## config.mk

```make
export PLATFORM = sky130hd
export DESIGN_NAME = pxsync_strobe_gen
export DESIGN_NICKNAME = d
export VERILOG_FILES = /design/src/rtl/pxsync_pkg.sv /design/src/rtl/pxsync_sync.sv /design/src/rtl/pxsync_dline.sv /design/src/rtl/pxsync_strobe_gen.sv
export SDC_FILE = /design/constraint.sdc
export NUM_CORES = 1
export LEC_CHECK = 0
export ABC_AREA = 1
export BUFFER_PORTS_ARGS = -buffer_cell sky130_fd_sc_hd__buf_2
export CAP_MARGIN = 25
export CORE_AREA = 2 2 46 48
export CTS_CLUSTER_SIZE = 20
export DETAILED_ROUTE_END_ITERATION = 16
export DIE_AREA = 0 0 48 50
export SETUP_SLACK_MARGIN = 0.1
export SLEW_MARGIN = 30
export SYNTH_ARGS = -nofsm -noshare
export SYNTH_HDL_FRONTEND = slang
export SYNTH_SLANG_ARGS = --single-unit
```

## constraint.sdc

```tcl
create_clock -name clk -period 1.44 [get_ports clk]
set_input_delay 0.288 -clock clk [delete_from_list [all_inputs] [get_ports clk]]
set_output_delay 0.288 -clock clk [all_outputs]
set_load 0.01 [all_outputs]
```

## src/rtl/pxsync_pkg.sv

```systemverilog
package pxsync_pkg;

  typedef enum logic {
    POL_FALL = 1'b0,
    POL_RISE = 1'b1
  } pol_e;

  function automatic logic edge_hit(input pol_e pol, input logic cur, input logic old);
    if (pol == POL_RISE) return cur & ~old;
    else                 return ~cur & old;
  endfunction

endpackage

```

## src/rtl/pxsync_sync.sv

```systemverilog
module pxsync_sync (
  input  logic clk,
  input  logic rst_n,
  input  logic clr_hist,
  input  logic d_in,
  output logic cur_o,
  output logic old_o,
  output logic cur_vld_o,
  output logic old_vld_o
);

  logic s1_q, s2_q, s3_q, v1_q, v2_q, v3_q;
  logic s1_d, s2_d, s3_d, v1_d, v2_d, v3_d;

  always_comb begin
    s1_d = d_in;
    s2_d = s1_q;
    s3_d = s2_q;
    v1_d = 1'b1;
    v2_d = v1_q;
    v3_d = clr_hist ? 1'b0 : v2_q;
  end

  always_ff @(posedge clk or negedge rst_n) begin
    if (!rst_n) begin
      s1_q <= 1'b0; s2_q <= 1'b0; s3_q <= 1'b0;
      v1_q <= 1'b0; v2_q <= 1'b0; v3_q <= 1'b0;
    end else begin
      s1_q <= s1_d; s2_q <= s2_d; s3_q <= s3_d;
      v1_q <= v1_d; v2_q <= v2_d; v3_q <= v3_d;
    end
  end

  assign cur_o     = s2_q;
  assign old_o     = s3_q;
  assign cur_vld_o = v2_q;
  assign old_vld_o = v3_q;


  hist_order_chk: assert property (@(posedge clk) disable iff (!rst_n)
    old_vld_o |-> cur_vld_o);

endmodule

```

## src/rtl/pxsync_dline.sv

```systemverilog
module pxsync_dline #(
  parameter int SEL_W = 3,
  localparam int DEPTH = 1 << SEL_W
) (
  input  logic             clk,
  input  logic             rst_n,
  input  logic             clr,
  input  logic             din,
  input  logic [SEL_W-1:0] sel,
  output logic             tap_o
);

  logic [DEPTH-1:0] line_q;
  logic [DEPTH-1:0] line_d;

  generate
    for (genvar i = 0; i < DEPTH; i++) begin : g_stage
      if (i == 0) begin : g_head
        assign line_d[i] = clr ? 1'b0 : din;
      end else begin : g_body
        assign line_d[i] = clr ? 1'b0 : line_q[i-1];
      end
    end
  endgenerate

  always_ff @(posedge clk or negedge rst_n) begin
    if (!rst_n) line_q <= '0;
    else        line_q <= line_d;
  end

  assign tap_o = line_q[sel];


  dline_clear_chk: assert property (@(posedge clk) disable iff (!rst_n)
    clr |=> (line_q == '0));

endmodule

```

## src/rtl/pxsync_strobe_gen.sv

```systemverilog
module pxsync_strobe_gen #(
  parameter int DLY_W = 3
) (
  input  logic             clk,
  input  logic             rst_n,
  input  logic             sync_in,
  input  logic             det_en,
  input  logic             rise_sel,
  input  logic [DLY_W-1:0] dly_sel,
  output logic             strobe_o,
  output logic             sample_en_o
);
  import pxsync_pkg::*;

  localparam int CTRL_W = DLY_W + 2;

  logic [CTRL_W-1:0] ctrl_now, ctrl_q;
  logic              ctrl_chg;
  logic              en_q;
  pol_e              pol_q;
  logic [DLY_W-1:0]  dly_q;
  logic              cur, old, cur_vld, old_vld;
  logic              det_pulse, tap, strobe_c, str_q;

  assign ctrl_now = {det_en, rise_sel, dly_sel};
  assign ctrl_chg = (ctrl_now != ctrl_q);
  assign en_q     = ctrl_q[CTRL_W-1];
  assign pol_q    = pol_e'(ctrl_q[CTRL_W-2]);
  assign dly_q    = ctrl_q[DLY_W-1:0];

  always_ff @(posedge clk or negedge rst_n) begin
    if (!rst_n) ctrl_q <= '0;
    else        ctrl_q <= ctrl_now;
  end

  pxsync_sync u_sync (
    .clk       (clk),
    .rst_n     (rst_n),
    .clr_hist  (ctrl_chg),
    .d_in      (sync_in),
    .cur_o     (cur),
    .old_o     (old),
    .cur_vld_o (cur_vld),
    .old_vld_o (old_vld)
  );

  assign det_pulse = old_vld & edge_hit(pol_q, cur, old);

  pxsync_dline #(.SEL_W(DLY_W)) u_dline (
    .clk   (clk),
    .rst_n (rst_n),
    .clr   (ctrl_chg),
    .din   (det_pulse),
    .sel   (dly_q),
    .tap_o (tap)
  );

  always_comb begin
    if (en_q) strobe_c = tap;
    else      strobe_c = cur_vld & cur;
  end

  always_ff @(posedge clk or negedge rst_n) begin
    if (!rst_n) str_q <= 1'b0;
    else        str_q <= strobe_c;
  end

  assign strobe_o    = strobe_c;
  assign sample_en_o = str_q & ~strobe_c;


  ctrl_flush_chk: assert property (@(posedge clk) disable iff (!rst_n)
    (det_en && ctrl_chg) |=> !strobe_o);


  zero_dly_chk: assert property (@(posedge clk) disable iff (!rst_n)
    (en_q && dly_q == '0 && !ctrl_chg && det_pulse) |=> strobe_o);


  se_after_fall_chk: assert property (@(posedge clk) disable iff (!rst_n)
    $fell(strobe_o) |-> sample_en_o);


  se_single_chk: assert property (@(posedge clk) disable iff (!rst_n)
    sample_en_o |=> !sample_en_o);

endmodule

```

==> qor.txt, run 1 <==
status: complete, but fails checks
violated checks: setup timing
total track usage: 12.4%
die area: 0.00240 mm^2
Ys Warns: 0
worst-path fanout max: 6
internal power: 729 uW
EDFF count, synth: 0
Post-Syn Instances: 72
Starting DRT DRC Count: 6
sw power: 220 uW
Mapped Nets: 80
fin crit share: 115%
Worst Setup End Kind: output port
vias in the first global route: 499
sequential power share: 62.2%
Post-DP HPWL: 816 um
Finished Layout Cells: 118
max cap viols: 0
vias per cell: 4.41
Die H: 50 um
top cells by area, synth: dfrtp_1, inv_1, nor2_1
ant diodes: 0
Worst-Skew Late Latency: 280 ps
GPL Wtd Cong: 0.846
CP Class: reg2out
core area: 0.00190 mm^2
Most used DFF post-synth: dfrtp_1
die width: 48 um
DRT Pass-1 Iters: 4
CTS tree: done
final setup fails: 11
Placed Area: 840 um^2
Yosys reg bits: 20
WP buf/inv: 2
gr ovfl total: 0
Max VDD drop: 0.000565 V
Detail Route Antenna Nets: 0
H-tree lvl count: 1
Clock Skews: 0.690 ps
Req. time, crit path: 1150 ps
I/O Buffers: 9
switching share of total power: 23.2%
clk sink count: 20
Power Dens Cells: 966 mW/mm^2
Period minus WS final: 1660 ps
crit-path leading delay family: flip-flops
cell area after layout: 982 um^2
clk slew on worst S/H paths: 100 ps
commonest cells in the netlist: dfrtp_1, inv_1, nor2_1
# rows: 16
Initial Utilization: 39.5%
routed wire length: 1210 um
placed cells: 109
vias post-DR: 520
register area share after synthesis: 66.7%
initial antenna violation count: 0
RSZ-0062 raised after global routing: true
Max stage delay on crit path: 460 ps
root buf cell: clkbuf_4
share of layout cells above drive strength 1: 33.0%
Area growth, synth to finish: 30.8%
leakage: 0.000457 uW
cell taking the most area after synthesis: dfrtp_1
crit path cell chain: inv_2 -> nand2_1 -> nand3_1 -> nand3b_1 -> nand3_2 -> nand2_4 -> nor2_2 -> buf_2
Clk pwr share: 25.4%
CTS max path bufs: 2
first-pass GRT wire length: 2050 um
Post-Syn Area: 751 um^2
Avg Inst Size Synth: 10.4 um^2
Synth top area share: 66.7%
Arr. time, crit path: 1370 ps
Cell variety after synth: 13
fraction of registers with async set/reset: 100%
cts bufs inserted: 3
Final WS setup: -219 ps
fin nets: 101
DR WL/cell: 10.2 um
pins over their slew limit: 0
fmax: 603 MHz
Fin. Hold Viols: 0
# IOs: 10
Combinational Power Share: 12.3%
largest net degree at the start of global routing: 21
Setup TNS Final: -1180 ps
worst min-delay path class: in2reg
most numerous cell in the Yosys netlist: dfrtp_1
Worst Setup Start Kind: register
Post-route DRC: 0
slowest library cell on the worst path: dfrtp_2
## cells by family after synthesis
| group | share of synthesized area, % |
|---|---|
| xor+xnor | 5.83 |
| other cells | 0.500 |
| buf+inv | 6.50 |
| flops | 66.7 |
| simple gates | 19.2 |
| compound gates | 1.33 |
## worst paths after layout
check | from | to | slack [ps] | depth (start not counted)
setup / recovery | ctrl_q[0] | sample_en_o | -220 | 8
hold / removal | sync_in | u_sync.s1_q | 100 | 1
setup reg to reg | ctrl_q[0] | u_dline.line_q[3] | -110 | 7
hold reg to reg | u_sync.v1_q | u_sync.cur_vld_o | 360 | 0
max in group asynchronous | rst_n | ctrl_q[0] | 650 | 2
min in group asynchronous | rst_n | u_dline.line_q[3] | 480 | 2
## power by group through the flow
| stage | Clock (uW) | Combinational, uW | Sequential, uW |
|---|---|---|---|
| floorplan | 0 | 41.4 | 599 |
| global placement | 0 | 75.1 | 601 |
| detailed placement | 0 | 76.3 | 601 |
| CTS | 258 | 98.2 | 591 |
| global route | 293 | 130 | 593 |
| finish | 241 | 117 | 591 |
## per-layer routing
layer,GRT usage [%],wire length [um]
met4,6.76,0
met1,15.7,530
met3,4.40,55
met2,18.0,618
met5,0,0
## cell usage in the layout, fill, tap and decap left out, drive strengths merged
cell and instances:
dlygate4sd3 1, nand2 10, nor2 11, dfrtp 20
xor2 3, clkbuf 3, buf 14, nand3 8
nor3 1, a21oi 1, nand3b 2, o21ai 1
conb 1, inv 13, xnor2 2
## state kept, by name, summed over array words and instances, names as in the netlist
| name | count |
|---|---|
| u_sync.old_vld_o | 1 |
| u_sync.cur_vld_o | 1 |
| u_sync.s1_q | 1 |
| u_sync.cur_o | 1 |
| u_sync.v1_q | 1 |
| u_sync.old_o | 1 |
| ctrl_q | 5 |
| u_dline.line_q | 8 |
| str_q | 1 |
## final cells by class
cell class	count	area, um^2
timing repair buffer	15	106
inverter	13	48.8
fill	181	920
multi-input combinational	40	269
tap	27	33.8
clock buffer	3	22.5
sequential	20	502
## through the flow
stage | total power, uW | hold slack [ps] | worst slack, ps | util (%)
4_1_cts | 946 | 90.5 | -246 | 48.8
3_5_place_dp | 677 | 251 | 17.7 | 44.1
6_report | 949 | 104 | -219 | 51.6
2_1_floorplan | 640 | -7.59 | 126 | -
5_1_grt | 1020 | 70.7 | -341 | 51.6
3_3_place_gp | 676 | 247 | 52.3 | 44.1
## what timing repair did
item / CTS / global route
pin swaps: 4 / 1
setup endpoints to repair: 11 / 11
resized for setup: 7 / 12
endpoints found under the hold margin: 20 / 0
hold buffers: 1 / 0
cloned: 1 / 0
setup buffers: 4 / 2
No activity file was read; power rests on OpenSTA's default activity.
==> inputs of run 2 (changes only) <==
Settings changed: CTS_BUF_LIST set to sky130_fd_sc_hd__clkbuf_8.
==> run 2 against run 1 <==
Compared with the run above:
- the flow still finishes with violations (setup timing)
- largest cell class unchanged
- highest routed layer is now met4
- first-iteration DRC count down 83%
- clock power up 45%
- wire length up 1.1%
- sequential cell count unchanged
- clock-buffer cell count unchanged
- clock skew up 1.3 ps
==> qor.txt, run 2 (same netlist as run 1, synthesis figures left out) <==
Fin. Hold Viols: 0
Clock Skews: 2.04 ps
worst-path fanout max: 6
root buf cell: clkbuf_8
Combinational Power Share: 9.2%
total track usage: 12.2%
first-pass GRT wire length: 2050 um
Post-DP HPWL: 816 um
Worst-Skew Late Latency: 250 ps
routed wire length: 1220 um
violated checks: setup timing
share of layout cells above drive strength 1: 28.9%
Top reg by flops: u_dline.line_q
Req. time, crit path: 1150 ps
die area: 0.00240 mm^2
max FFs per register: 8
initial antenna violation count: 0
DP Worst Slack: 17.7 ps
most common cell after layout, fill and taps aside: dfrtp_1
Max VDD drop: 0.000634 V
GPL Wtd Cong: 0.846
max cap viols: 0
multi-input combinational cell area: 226 um^2
Finished Core Util: 49.5%
H-tree lvl count: 1
die width: 48 um
Starting DRT DRC Count: 1
Power Dens Cells: 1100 mW/mm^2
Hold WS: 141 ps
largest net degree at the start of global routing: 21
register area: 502 um^2
Arr. time, crit path: 1350 ps
Clk pwr share: 33.7%
vias in the first global route: 510
met1 Track Usage GR: 15.9%
met3 Use GR: 3.30%
ant diodes: 0
status: complete, but fails checks
Final WS setup: -194 ps
Regs by FF count: u_dline.line_q x8, ctrl_q x5
I/O Buffers: 9
sw power: 228 uW
Area growth, synth to finish: 25.3%
Filler cells: 191
CP Class: reg2out
vias per cell: 4.33
Worst Setup Start Kind: register
fin crit share: 113%
Worst Setup End Kind: output port
Setup TNS Final: -669 ps
sequential power share: 57.1%
# IOs: 10
cts bufs inserted: 3
reg2reg start: ctrl_q[0]
Reg2Reg Setup Slack: -80 ps
# rows: 16
Die H: 50 um
GRT busiest layer: met2
most frequent cells in the layout: dfrtp_1, inv_1, nand2_1, buf_2, nor2_1
final setup fails: 9
Max stage delay on crit path: 440 ps
Hold Path Depth: 1
GR Util met2: 17.8%
Initial Utilization: 39.5%
fmax: 612 MHz
leakage: 0.000451 uW
clk sink count: 20
CTS tree: done
vias post-DR: 507
slowest library cell on the worst path: dfrtp_2
worst min-delay path class: in2reg
DRT Pass-1 Iters: 4
Setup crit start: ctrl_q[0]
internal power: 808 uW
R2R depth: 6
CP endpoint: sample_en_o
crit path cell chain: inv_2 -> nand2_1 -> nand3_1 -> nand3b_1 -> nand3_2 -> nand2_2 -> nor2_2 -> buf_2
gr ovfl total: 0
switching share of total power: 22.0%
DR WL/cell: 10.4 um
RR Endpoint: u_dline.line_q[0]
Detail Route Antenna Nets: 0
CTS max path bufs: 2
clk slew on worst S/H paths: 70 ps
Post-route DRC: 0
RSZ-0062 raised after global routing: true
Period minus WS final: 1630 ps
core area: 0.00190 mm^2
pins over their slew limit: 0
fin nets: 100
-- run 2: cell count changes in the layout (fill, tap and decap cells not counted), moves of 2 or more --
cell	delta
nor2_2	-2
buf_6	-2
clkbuf_8	+3
nor2_1	+2
clkbuf_4	-3
-- run 2: worst min path at each step --
stage,start,endpoint,slack [ps]
finish,sync_in,u_sync.s1_q,140
floorplan,rst_n,ctrl_q[0],-8
global placement,rst_n,u_dline.line_q[4],250
detailed placement,rst_n,u_dline.line_q[3],250
CTS,sync_in,u_sync.s1_q,140
global route,sync_in,u_sync.s1_q,130
-- run 2: per-stage QoR --
step | instance area (um^2) | std cells | total power (uW)
2_1_floorplan | 753 | 72 | 640
3_3_place_gp | 840 | 109 | 676
3_5_place_dp | 840 | 109 | 677
4_1_cts | 907 | 115 | 1040
5_1_grt | 941 | 117 | 1080
6_report | 941 | 117 | 1040
-- run 2: worst max-delay path: cells and delay by family, from the launching register on --
family,cells,cell delay (ps)
buf+inv,2,200
simple gates,6,450
flops,1,440
-- run 2: metal layers --
layer	up-vias	share of wire, %
li1	254	-
met1	243	48
met2	8	49
met3	2	2.5
met4	0	0.49
met5	-	0
-- run 2: power groups by stage --
stage	combinational, uW	clock (uW)	sequential (uW)
2_1_floorplan	41.4	0	599
3_3_place_gp	75.1	0	601
3_5_place_dp	76.3	0	601
4_1_cts	87.2	358	591
5_1_grt	107	384	593
6_report	95.6	349	591
-- run 2: area by class of cell --
cell class              count  area share, %
multi-input cells          40           24.1
inverters                  13           5.19
clock buffers               3           4.39
well taps                  27           3.59
repair buffers             14           9.44
flip-flops and latches     20           53.3
-- run 2: repair_timing --
item	CTS	global route
buffers inserted	1	2
gates cloned	1	0
endpoints found under the setup margin	11	11
hold buffers	1	0
gates resized for setup	3	5
endpoints found under the hold margin	20	0
pin swaps	3	4
==> inputs of run 3 (changes only) <==
Settings changed: CTS_CLUSTER_SIZE 20 to 14.
Clock period 1.44 ns to 1.6 ns, I/O delays scaled along.
==> run 3 against run 2 <==
Compared with the run above:
- the flow finishes with violations (hold timing, setup timing)
- clock power up 7.4%
- sequential share of layout area down 0.42 points
- setup slack better by 84 ps
- clock skew up 5.9 ps
- worst hold slack worse by 150 ps
- sequential power down 10%
- critical endpoint unchanged
==> qor.txt, run 3 (same netlist as run 1, synthesis figures left out) <==
Req. time, crit path: 1280 ps
Area growth, synth to finish: 26.3%
fin nets: 97
initial antenna violation count: 0
die area: 0.00240 mm^2
die width: 48 um
Top reg by flops: u_dline.line_q
R2R depth: 5
Post-route DRC: 0
leakage: 0.000454 uW
vias in the first global route: 529
fin crit share: 107%
Worst-Skew Late Latency: 260 ps
share of layout cells above drive strength 1: 33.0%
RSZ-0062 raised after global routing: true
Pwr Total: 989 uW
pins over their slew limit: 0
total track usage: 13.7%
Final WS setup: -109 ps
Max VDD drop: 0.000599 V
vias post-DR: 521
Die H: 50 um
violated checks: hold timing, setup timing
gr ovfl total: 0
# rows: 16
max FFs per register: 8
Power Dens Cells: 1040 mW/mm^2
DP Worst Slack: 117 ps
vias per cell: 4.53
I/O Buffers: 9
worst min-delay path class: in2async
most common cell after layout, fill and taps aside: dfrtp_1
Regs by FF count: u_dline.line_q x8, ctrl_q x5
ant diodes: 0
Max stage delay on crit path: 440 ps
status: complete, but fails checks
first-pass GRT wire length: 2190 um
largest net degree at the start of global routing: 21
Starting DRT DRC Count: 8
Fin. Hold Viols: 14
Post-DP HPWL: 823 um
Hold WS: -13.5 ps
CTS tree: done
# IOs: 10
GRT busiest layer: met2
Arr. time, crit path: 1390 ps
slowest library cell on the worst path: dfrtp_2
Detail Route Antenna Nets: 0
Worst Setup Start Kind: register
max cap viols: 0
core area: 0.00190 mm^2
GPL Wtd Cong: 0.894
Hold-fix buffers, CTS: 0
DRT Pass-1 Iters: 4
most frequent cells in the layout: dfrtp_1, inv_1, nor2_1, buf_2
root buf cell: clkbuf_8
clk slew on worst S/H paths: 70 ps
cts bufs inserted: 3
H-tree lvl count: 1
GR Util met2: 20.4%
DR WL/cell: 11.4 um
CP Class: reg2out
CTS max path bufs: 2
clk sink count: 20
Period minus WS final: 1710 ps
met1 Track Usage GR: 14.4%
worst-path fanout max: 4
routed wire length: 1320 um
crit path cell chain: buf_6 -> nand2_2 -> nand3_2 -> nand3b_1 -> nand3_2 -> nand2_2 -> nor2_1 -> buf_2
met3 Use GR: 6.96%
fmax: 585 MHz
Clock Skews: 7.92 ps
final setup fails: 2
Initial Utilization: 39.5%
Worst Setup End Kind: output port
## run 3: cell types whose count changed in the layout (fill, tap and decap cells not counted), moves of 2 or more
cell / before / now
nand2_1: 9 / 5
nand2_2: 1 / 5
nand3_1: 5 / 2
nor2_1: 8 / 11
nor2_2: 3 / 0
buf_4: 3 / 1
nand3_2: 3 / 5
## run 3: layout make-up
type / instances / area (um^2)
inverter: 13 / 48.8
timing repair buffer: 12 / 75.1
clock buffer: 4 / 55.1
fill: 176 / 953
tap: 27 / 33.8
multi-input combinational: 39 / 234
sequential: 20 / 502
## run 3: worst paths after layout
check / start / slack (ps) / end
hold reg to reg: u_sync.v1_q / 350 / u_sync.cur_vld_o
hold / removal: rst_n / -10 / u_dline.line_q[3]
min in group clk: sync_in / 170 / u_sync.s1_q
setup / recovery: ctrl_q[0] / -110 / sample_en_o
max in group asynchronous: rst_n / 1290 / ctrl_q[0]
setup reg to reg: ctrl_q[0] / 230 / u_dline.line_q[7]
## run 3: stage by stage
stage          std cells  TNS, ps  hold WS, ps  util [%]  cell area [um^2]
6_report             115     -186        -13.5      49.9               948
5_1_grt              115     -347         20.1      49.9               948
4_1_cts              115     -177        0.123      49.0               932
3_5_place_dp         108        0          286      43.6               830
3_3_place_gp         108        0          281      43.6               830
2_1_floorplan         72        0         24.4         -               751
## run 3: repair_timing
action / CTS / global route
hold endpoints to repair: 0 / 0
setup endpoints to repair: 2 / 3
buffers inserted: 3 / 0
pin swaps: 4 / 0
gates resized for setup: 8 / 5
## run 3: report_power, final
part           internal, uW  switching, uW  total (uW)
combinational          34.9           46.4        81.2
clock                   219            156         375
sequential              521           11.3         532
total                   775            214         989
## run 3: layer usage
layer / vias to the layer above / wire (um) / share of wire [%]
met2: 16 / 642 / 49
met5: - / 0 / 0
li1: 247 / - / -
met1: 249 / 540 / 41
met3: 9 / 67 / 5.1
met4: 0 / 65 / 4.9
## run 3: worst max-delay path, delay by kind of cell (launching register included)
family                 cells  cell delay [ps]
flip-flops                 1              440
AND/OR/NAND/NOR            6              420
buffers and inverters      2              250
